<file path="src/rtl/tick_pkg.sv">
package tick_pkg;
  typedef enum logic [1:0] {
    CAL_IDLE = 2'd0,
    CAL_MEAS = 2'd1,
    CAL_DIV  = 2'd2
  } cal_state_e;
endpackage

</file>
<file path="src/rtl/tick_edge_sync.sv">
module tick_edge_sync #(
  parameter int SYNC_STAGES = 2
) (
  input  logic clk_i,
  input  logic rst_i,
  input  logic async_i,
  output logic rise_o
);
  localparam int TOP = SYNC_STAGES - 1;

  logic [TOP:0] sync_q;
  logic         prev_q;

  always_ff @(posedge clk_i) begin
    if (rst_i) begin
      sync_q <= '0;
      prev_q <= 1'b0;
      rise_o <= 1'b0;
    end else begin
      sync_q <= {sync_q[TOP-1:0], async_i};
      prev_q <= sync_q[TOP];
      rise_o <= sync_q[TOP] & ~prev_q;
    end
  end

  // A synchronised rising edge is a single-cycle pulse
  AST_RISE_PULSE: assert property (@(posedge clk_i) disable iff (rst_i)
    rise_o |=> !rise_o);
endmodule

</file>
<file path="src/rtl/tick_period_meas.sv">
module tick_period_meas #(
  parameter int MEAS_W  = 16,
  parameter int PERIODS = 16
) (
  input  logic              clk_i,
  input  logic              rst_i,
  input  logic              start_i,
  input  logic              edge_i,
  output logic              done_o,
  output logic [MEAS_W-1:0] value_o
);
  localparam int PW = $clog2(PERIODS + 1);
  localparam logic [PW-1:0] LAST_EDGE = PW'(PERIODS - 1);

  logic              armed_q;
  logic              active_q;
  logic [PW-1:0]     edges_q;
  logic [MEAS_W-1:0] cnt_q;

  always_ff @(posedge clk_i) begin
    if (rst_i) begin
      armed_q  <= 1'b0;
      active_q <= 1'b0;
      edges_q  <= '0;
      cnt_q    <= '0;
      done_o   <= 1'b0;
      value_o  <= '0;
    end else begin
      done_o <= 1'b0;
      if (start_i) begin
        armed_q  <= 1'b1;
        active_q <= 1'b0;
      end else if (armed_q && edge_i) begin
        armed_q  <= 1'b0;
        active_q <= 1'b1;
        cnt_q    <= '0;
        edges_q  <= '0;
      end else if (active_q) begin
        if (edge_i && edges_q == LAST_EDGE) begin
          active_q <= 1'b0;
          done_o   <= 1'b1;
          value_o  <= cnt_q + 1'b1;
        end else begin
          cnt_q <= cnt_q + 1'b1;
          if (edge_i) edges_q <= edges_q + 1'b1;
        end
      end
    end
  end

  AST_MEAS_DONE_PULSE: assert property (@(posedge clk_i) disable iff (rst_i)
    done_o |=> !done_o);
  AST_MEAS_EXCLUSIVE: assert property (@(posedge clk_i) disable iff (rst_i)
    !(armed_q && active_q));
endmodule

</file>
<file path="src/rtl/tick_seq_div.sv">
module tick_seq_div #(
  parameter int DVD_W = 19,
  parameter int DVS_W = 16
) (
  input  logic             clk_i,
  input  logic             rst_i,
  input  logic             start_i,
  input  logic [DVD_W-1:0] dividend_i,
  input  logic [DVS_W-1:0] divisor_i,
  output logic             done_o,
  output logic [DVD_W-1:0] quot_o
);
  localparam int SW = $clog2(DVD_W + 1);

  logic [DVS_W-1:0] rem_q;
  logic [DVS_W-1:0] dvs_q;
  logic [SW-1:0]    step_q;
  logic             busy_q;
  logic [DVS_W:0]   trial;
  logic             fits;

  always_comb begin
    trial = {rem_q, quot_o[DVD_W-1]};
    fits  = (trial >= {1'b0, dvs_q});
  end

  always_ff @(posedge clk_i) begin
    if (rst_i) begin
      rem_q  <= '0;
      dvs_q  <= '0;
      step_q <= '0;
      busy_q <= 1'b0;
      done_o <= 1'b0;
      quot_o <= '0;
    end else begin
      done_o <= 1'b0;
      if (start_i) begin
        quot_o <= dividend_i;
        dvs_q  <= divisor_i;
        rem_q  <= '0;
        step_q <= SW'(DVD_W);
        busy_q <= 1'b1;
      end else if (busy_q) begin
        rem_q  <= fits ? DVS_W'(trial - {1'b0, dvs_q}) : trial[DVS_W-1:0];
        quot_o <= {quot_o[DVD_W-2:0], fits};
        step_q <= step_q - 1'b1;
        if (step_q == SW'(1)) begin
          busy_q <= 1'b0;
          done_o <= 1'b1;
        end
      end
    end
  end

  // Partial remainder never reaches the divisor
  AST_REM_BOUND: assert property (@(posedge clk_i) disable iff (rst_i)
    (busy_q && dvs_q != '0) |-> (rem_q < dvs_q));
endmodule

</file>
<file path="src/rtl/tick_prescaler.sv">
module tick_prescaler #(
  parameter int DIV_W = 19,
  parameter int CNT_W = 32
) (
  input  logic             clk_i,
  input  logic             rst_i,
  input  logic             load_i,
  input  logic [DIV_W-1:0] div_i,
  input  logic             edge_i,
  output logic [CNT_W-1:0] cnt_o
);
  logic             run_q;
  logic [DIV_W-1:0] div_q;
  logic [DIV_W-1:0] pre_q;

  always_ff @(posedge clk_i) begin
    if (rst_i) begin
      run_q <= 1'b0;
      div_q <= '0;
      pre_q <= '0;
      cnt_o <= '0;
    end else if (load_i) begin
      run_q <= 1'b1;
      div_q <= div_i;
      pre_q <= '0;
      cnt_o <= '0;
    end else if (run_q && edge_i) begin
      if (pre_q == div_q - 1'b1) begin
        pre_q <= '0;
        cnt_o <= cnt_o + 1'b1;
      end else begin
        pre_q <= pre_q + 1'b1;
      end
    end
  end

  AST_IDLE_ZERO: assert property (@(posedge clk_i) disable iff (rst_i)
    !run_q |-> (cnt_o == '0));
  AST_LOAD_CLEARS: assert property (@(posedge clk_i) disable iff (rst_i)
    load_i |=> (cnt_o == '0 && pre_q == '0));
  AST_PRE_BOUND: assert property (@(posedge clk_i) disable iff (rst_i)
    run_q |-> (pre_q < div_q));
  AST_TICK_STEP: assert property (@(posedge clk_i) disable iff (rst_i)
    !load_i |=> (cnt_o == $past(cnt_o) || cnt_o == CNT_W'($past(cnt_o) + 1'b1)));
  AST_NO_EDGE_HOLD: assert property (@(posedge clk_i) disable iff (rst_i)
    (!load_i && !edge_i) |=> $stable(cnt_o));
  AST_LOAD_NONZERO: assert property (@(posedge clk_i) disable iff (rst_i)
    load_i |-> (div_i != '0));
endmodule

</file>
<file path="src/rtl/tick_cal_counter.sv">
module tick_cal_counter
  import tick_pkg::*;
#(
  parameter int NUMER       = 256000,
  parameter int MEAS_W      = 16,
  parameter int PERIODS     = 16,
  parameter int CNT_W       = 32,
  parameter int SYNC_STAGES = 2
) (
  input  logic             clk_i,
  input  logic             rst_i,
  input  logic             slow_clk_i,
  input  logic             start_i,
  input  logic             rd_i,
  output logic [CNT_W-1:0] ticks_o,
  output logic [CNT_W-1:0] rd_data_o,
  output logic             cal_err_o
);
  localparam int DVD_W = $clog2(NUMER + 2 ** (MEAS_W - 1) + 1);

  cal_state_e        state_q;
  logic              slow_rise;
  logic              meas_done;
  logic [MEAS_W-1:0] meas_val;
  logic              div_go_q;
  logic              div_done;
  logic [DVD_W-1:0]  quot;
  logic [DVD_W-1:0]  dividend;
  logic [DVD_W-1:0]  div_lat_q;
  logic              load_q;

  assign dividend = DVD_W'(NUMER) + DVD_W'(meas_val >> 1);

  tick_edge_sync #(.SYNC_STAGES(SYNC_STAGES)) u_sync (
    .clk_i(clk_i), .rst_i(rst_i), .async_i(slow_clk_i), .rise_o(slow_rise));

  tick_period_meas #(.MEAS_W(MEAS_W), .PERIODS(PERIODS)) u_meas (
    .clk_i(clk_i), .rst_i(rst_i), .start_i(start_i), .edge_i(slow_rise),
    .done_o(meas_done), .value_o(meas_val));

  tick_seq_div #(.DVD_W(DVD_W), .DVS_W(MEAS_W)) u_div (
    .clk_i(clk_i), .rst_i(rst_i), .start_i(div_go_q), .dividend_i(dividend),
    .divisor_i(meas_val), .done_o(div_done), .quot_o(quot));

  tick_prescaler #(.DIV_W(DVD_W), .CNT_W(CNT_W)) u_pre (
    .clk_i(clk_i), .rst_i(rst_i), .load_i(load_q), .div_i(div_lat_q),
    .edge_i(slow_rise), .cnt_o(ticks_o));

  always_ff @(posedge clk_i) begin
    if (rst_i) begin
      state_q   <= CAL_IDLE;
      cal_err_o <= 1'b0;
      load_q    <= 1'b0;
      div_go_q  <= 1'b0;
      div_lat_q <= '0;
      rd_data_o <= '0;
    end else begin
      load_q   <= 1'b0;
      div_go_q <= 1'b0;
      if (rd_i) rd_data_o <= ticks_o;
      if (start_i) begin
        state_q <= CAL_MEAS;
      end else begin
        case (state_q)
          CAL_MEAS: if (meas_done) begin
            if (meas_val == '0) begin
              cal_err_o <= 1'b1;
              state_q   <= CAL_IDLE;
            end else begin
              div_go_q <= 1'b1;
              state_q  <= CAL_DIV;
            end
          end
          CAL_DIV: if (div_done) begin
            state_q <= CAL_IDLE;
            if (quot == '0) begin
              cal_err_o <= 1'b1;
            end else begin
              cal_err_o <= 1'b0;
              load_q    <= 1'b1;
              div_lat_q <= quot;
            end
          end
          default: ;
        endcase
      end
    end
  end

  AST_ERR_ON_ZERO: assert property (@(posedge clk_i) disable iff (rst_i)
    (state_q == CAL_MEAS && meas_done && meas_val == '0 && !start_i) |=> cal_err_o);
  AST_RD_CAPTURE: assert property (@(posedge clk_i) disable iff (rst_i)
    rd_i |=> (rd_data_o == $past(ticks_o)));
  AST_LOAD_ERR_CLEAR: assert property (@(posedge clk_i) disable iff (rst_i)
    load_q |-> !cal_err_o);
endmodule

</file>
<file path="config.mk">
export PLATFORM = sky130hd
export DESIGN_NAME = tick_cal_counter
export DESIGN_NICKNAME = d
export VERILOG_FILES = /design/src/rtl/tick_pkg.sv /design/src/rtl/tick_edge_sync.sv /design/src/rtl/tick_period_meas.sv /design/src/rtl/tick_seq_div.sv /design/src/rtl/tick_prescaler.sv /design/src/rtl/tick_cal_counter.sv
export SDC_FILE = /design/constraint.sdc
export NUM_CORES = 1
export LEC_CHECK = 0
export BUFFER_PORTS_ARGS = -buffer_cell sky130_fd_sc_hd__buf_2
export CAP_MARGIN = 20
export CELL_PAD_IN_SITES_DETAIL_PLACEMENT = 0
export CELL_PAD_IN_SITES_GLOBAL_PLACEMENT = 1
export CORE_MARGIN = 2
export CORE_UTILIZATION = 35
export DETAILED_ROUTE_END_ITERATION = 10
export HOLD_SLACK_MARGIN = 0.05
export PLACE_DENSITY_LB_ADDON = 0.15
export SLEW_MARGIN = 20
export SYNTH_ARGS = -nofsm -noshare
export SYNTH_HDL_FRONTEND = slang
export SYNTH_HIERARCHICAL = 1
export SYNTH_SLANG_ARGS = --single-unit
export TNS_END_PERCENT = 30
</file>
<file path="constraint.sdc">
create_clock -name clk_i -period 3 [get_ports clk_i]
set_clock_uncertainty 0.2 [all_clocks]
set_input_delay 0.45 -clock clk_i [delete_from_list [all_inputs] [get_ports clk_i]]
set_output_delay 0.45 -clock clk_i [all_outputs]
set_load 0.02 [all_outputs]
</file>
==> impl_metrics.ini <==
[synth]
synth_area_leaders = dfxtp_1 39%, mux2i_1 11%, nor2_1 6.1%
netlist_instances = 1332
synth_flop_cell = dfxtp_1
syn_nets = 1367
synth.distinct_cells = 82
async_flop_share = 0
ys_seq_elements = 229
synth_edf_count = 0
synth_top_area_share = 0.385
synth_top_cell_by_area = dfxtp_1
ys_warn_count = 6
yosysSeqAreaShare = 0.385
syn_area_um2 = 11900
post_synth.cell_area_avg_um2 = 8.94

[setup_path]
path_max_fanout = 9
r2r_end = u_pre/cnt_o[28]$_SDFFE_PP0P_
cp.required_ps = 3260
rrSetupSlack_ps = 20
startpoint_type = flip-flop
worstSetupEndpointType = flip-flop
path_class = reg2reg
startpoint = u_pre/div_q[0]$_SDFFE_PP0P_
timing.rr.start = u_pre/div_q[0]$_SDFFE_PP0P_
reg2reg_depth = 10
crit_path_end = u_pre/cnt_o[28]$_SDFFE_PP0P_
arrival_ps = 3240

[sta]
fmax_mhz = 335
slew_headroom = 0.363
final-hold-violation-count = 0
fin_crit_sh = 0.995
setup_viol = 0
tns_ps = 0
rsz0062_at_grt = yes
period_needed_ps = 2980
worst_hold_slack_ps = 124
tightest_slew_ps = 956
slew_violations = 0

[clock_network]
cts_tree = done
h-tree-depth = 1
clock_path_buffers = 3
cts.reportedPaths.clkPinSlew_ps = 60
numClockSinks = 229
insertion_delay_ps = 530
cts_buffers = 27
root_buffer = clkbuf_16

[routing]
first_pass_iters = 5
ant_nets = 0
vias = 9676
post_drt_via_cell_ratio = 5.11
drt-total-wl_um = 30200
wl_per_cell_um = 15.9
drcViolationCount = 0
drtIter0Drc = 478

[job]
drv_cap = 0

[cells_and_area]
n_fill_cell = 3400
antenna_cells = 0
nets = 1462
drive_above_1_share = 0.186
syn2layout_area_growth_pct = 20.1
layout_commonest_cell = dfxtp_1
mostFrequentLayoutCells = 223 x dfxtp_1, 193 x nor2_1, 134 x mux2i_1, 73 x nand2_1, 68 x buf_2
stdcell_count = 1893
fin_util = 0.426

[global_route]
grt_use_met1 = 0.230
grt-ovfl-total = 0
grtUsageMet2 = 0.285
gr-usage-met3 = 0.0227
grt_pass1_wl_um = 49900
grtUsageTotal = 0.168
grt_max_degree = 62
grt_busiest_layer = met2
antenna_found_initial = 0
grt_pass1_vias = 9277

[die]
io_pins = 70
die-area_um2 = 35500
coreArea_um2 = 33500
die_y_um = 188
die_w_um = 188
start_util = 0.355
placement_rows = 67

[place]
portBuffers = 69
place_inst = 1834
dp_hpwl_um = 20500
place_congestion = 0.831

[hold_path]
hp-class = in2reg

[power]
power_leakage_nw = 5.50
powerDensity_nw_per_um2 = 448
power.total_mw = 6.41
peakVddDrop_uv = 355

[status]
status = completed
-- how the worst min path moves through the flow --
stage	startpoint	cells past startpoint	to	slack, ps
2_1_floorplan	u_sync/prev_q$_SDFF_PP0_	1	u_sync/rise_o$_SDFF_PP0_	190
4_1_cts	rst_i	2	u_div/dvs_q[1]$_SDFFE_PP0P_	120
3_3_place_gp	u_sync/prev_q$_SDFF_PP0_	1	u_sync/rise_o$_SDFF_PP0_	190
3_5_place_dp	u_sync/prev_q$_SDFF_PP0_	1	u_sync/rise_o$_SDFF_PP0_	200
5_1_grt	rst_i	2	u_div/dvs_q[11]$_SDFFE_PP0P_	150
6_report	rst_i	2	u_div/dvs_q[1]$_SDFFE_PP0P_	120
-- power breakdown --
part	switching (mW)	leakage (nW)	total, mW	internal [mW]
Combinational	0.0925	3.23	0.138	0.0455
Sequential	0.00452	1.85	3.05	3.05
Clock	1.28	0.428	3.22	1.94
Total	1.38	5.50	6.41	5.03
-- per-stage QoR --
step	area, um2	worst slack [ps]
detailed placement	13000	-197
global route	14300	-117
finish	14300	15.5
CTS	14000	-11.0
floorplan	11900	16.2
global placement	13000	-166
-- Yosys cell counts, drive strengths merged, types with 19 or more instances --
cell type	count
dfxtp	229
nand2	75
a21oi	57
nand4	22
a211oi	26
a31oi	21
nand2b	48
inv	40
or3	38
nor2	194
o21ai	24
nor4	30
ha	29
and3	24
nor3	19
xor2	25
nand3	33
buf	40
mux2i	134
clkbuf	47
xnor2	47
-- cells by family after synthesis --
| logic type | share of synthesized area |
|---|---|
| DFF | 0.385 |
| adders and majority gates | 0.0322 |
| buffers and inverters | 0.0499 |
| AOI/OAI and AO/OA | 0.121 |
| and+or+nand+nor | 0.246 |
| muxes | 0.113 |
| xor gates and xnor gates | 0.0530 |
-- worst max-delay path, stage by stage, from the launching register on --
cell,delay [ps]
dfxtp_2,320
buf_6,130
or4_4,540
or3_4,340
and2_4,170
a2111oi_4,300
buf_6,180
nand2_8,80
buf_12,160
nor4_4,280
mux2i_1,210
-- what timing repair did --
action	4_1_cts	5_1_grt
cloned	1	3
setup endpoints to repair	48	55
gates resized for setup	12	32
endpoints found under the hold margin	2	0
pin swaps	2	2
buffers inserted	2	4
hold buffers	2	0
-- final cells by class --
| class | instances | area (um2) | area share |
|---|---|---|---|
| clock inverter | 9 | 97.6 | 0.00682 |
| multi-input combinational | 976 | 6980 | 0.488 |
| inverter | 40 | 150 | 0.0105 |
| sequential | 229 | 4590 | 0.321 |
| timing repair buffer | 153 | 1150 | 0.0806 |
| clock buffer | 38 | 767 | 0.0536 |
| tap | 448 | 561 | 0.0392 |
-- sequential cells by signal (all words and copies together), names as in the netlist, 2 cells and up --
signal          count
state_q             2
u_pre/cnt_o        32
u_div/dvs_q        16
rd_data_o          32
div_lat_q          19
u_meas/cnt_q       16
u_div/step_q        5
u_div/quot_o       19
u_sync/sync_q       2
u_meas/value_o     16
u_pre/div_q        19
u_meas/edges_q      5
u_div/rem_q        16
u_pre/pre_q        19
-- layer usage --
layer,wire (um),part of all wire
met5,0,0
met1,14600,0.48
met3,894,0.030
met2,14200,0.47
met4,521,0.017
Note: power is estimated with default switching activity, not from simulation.
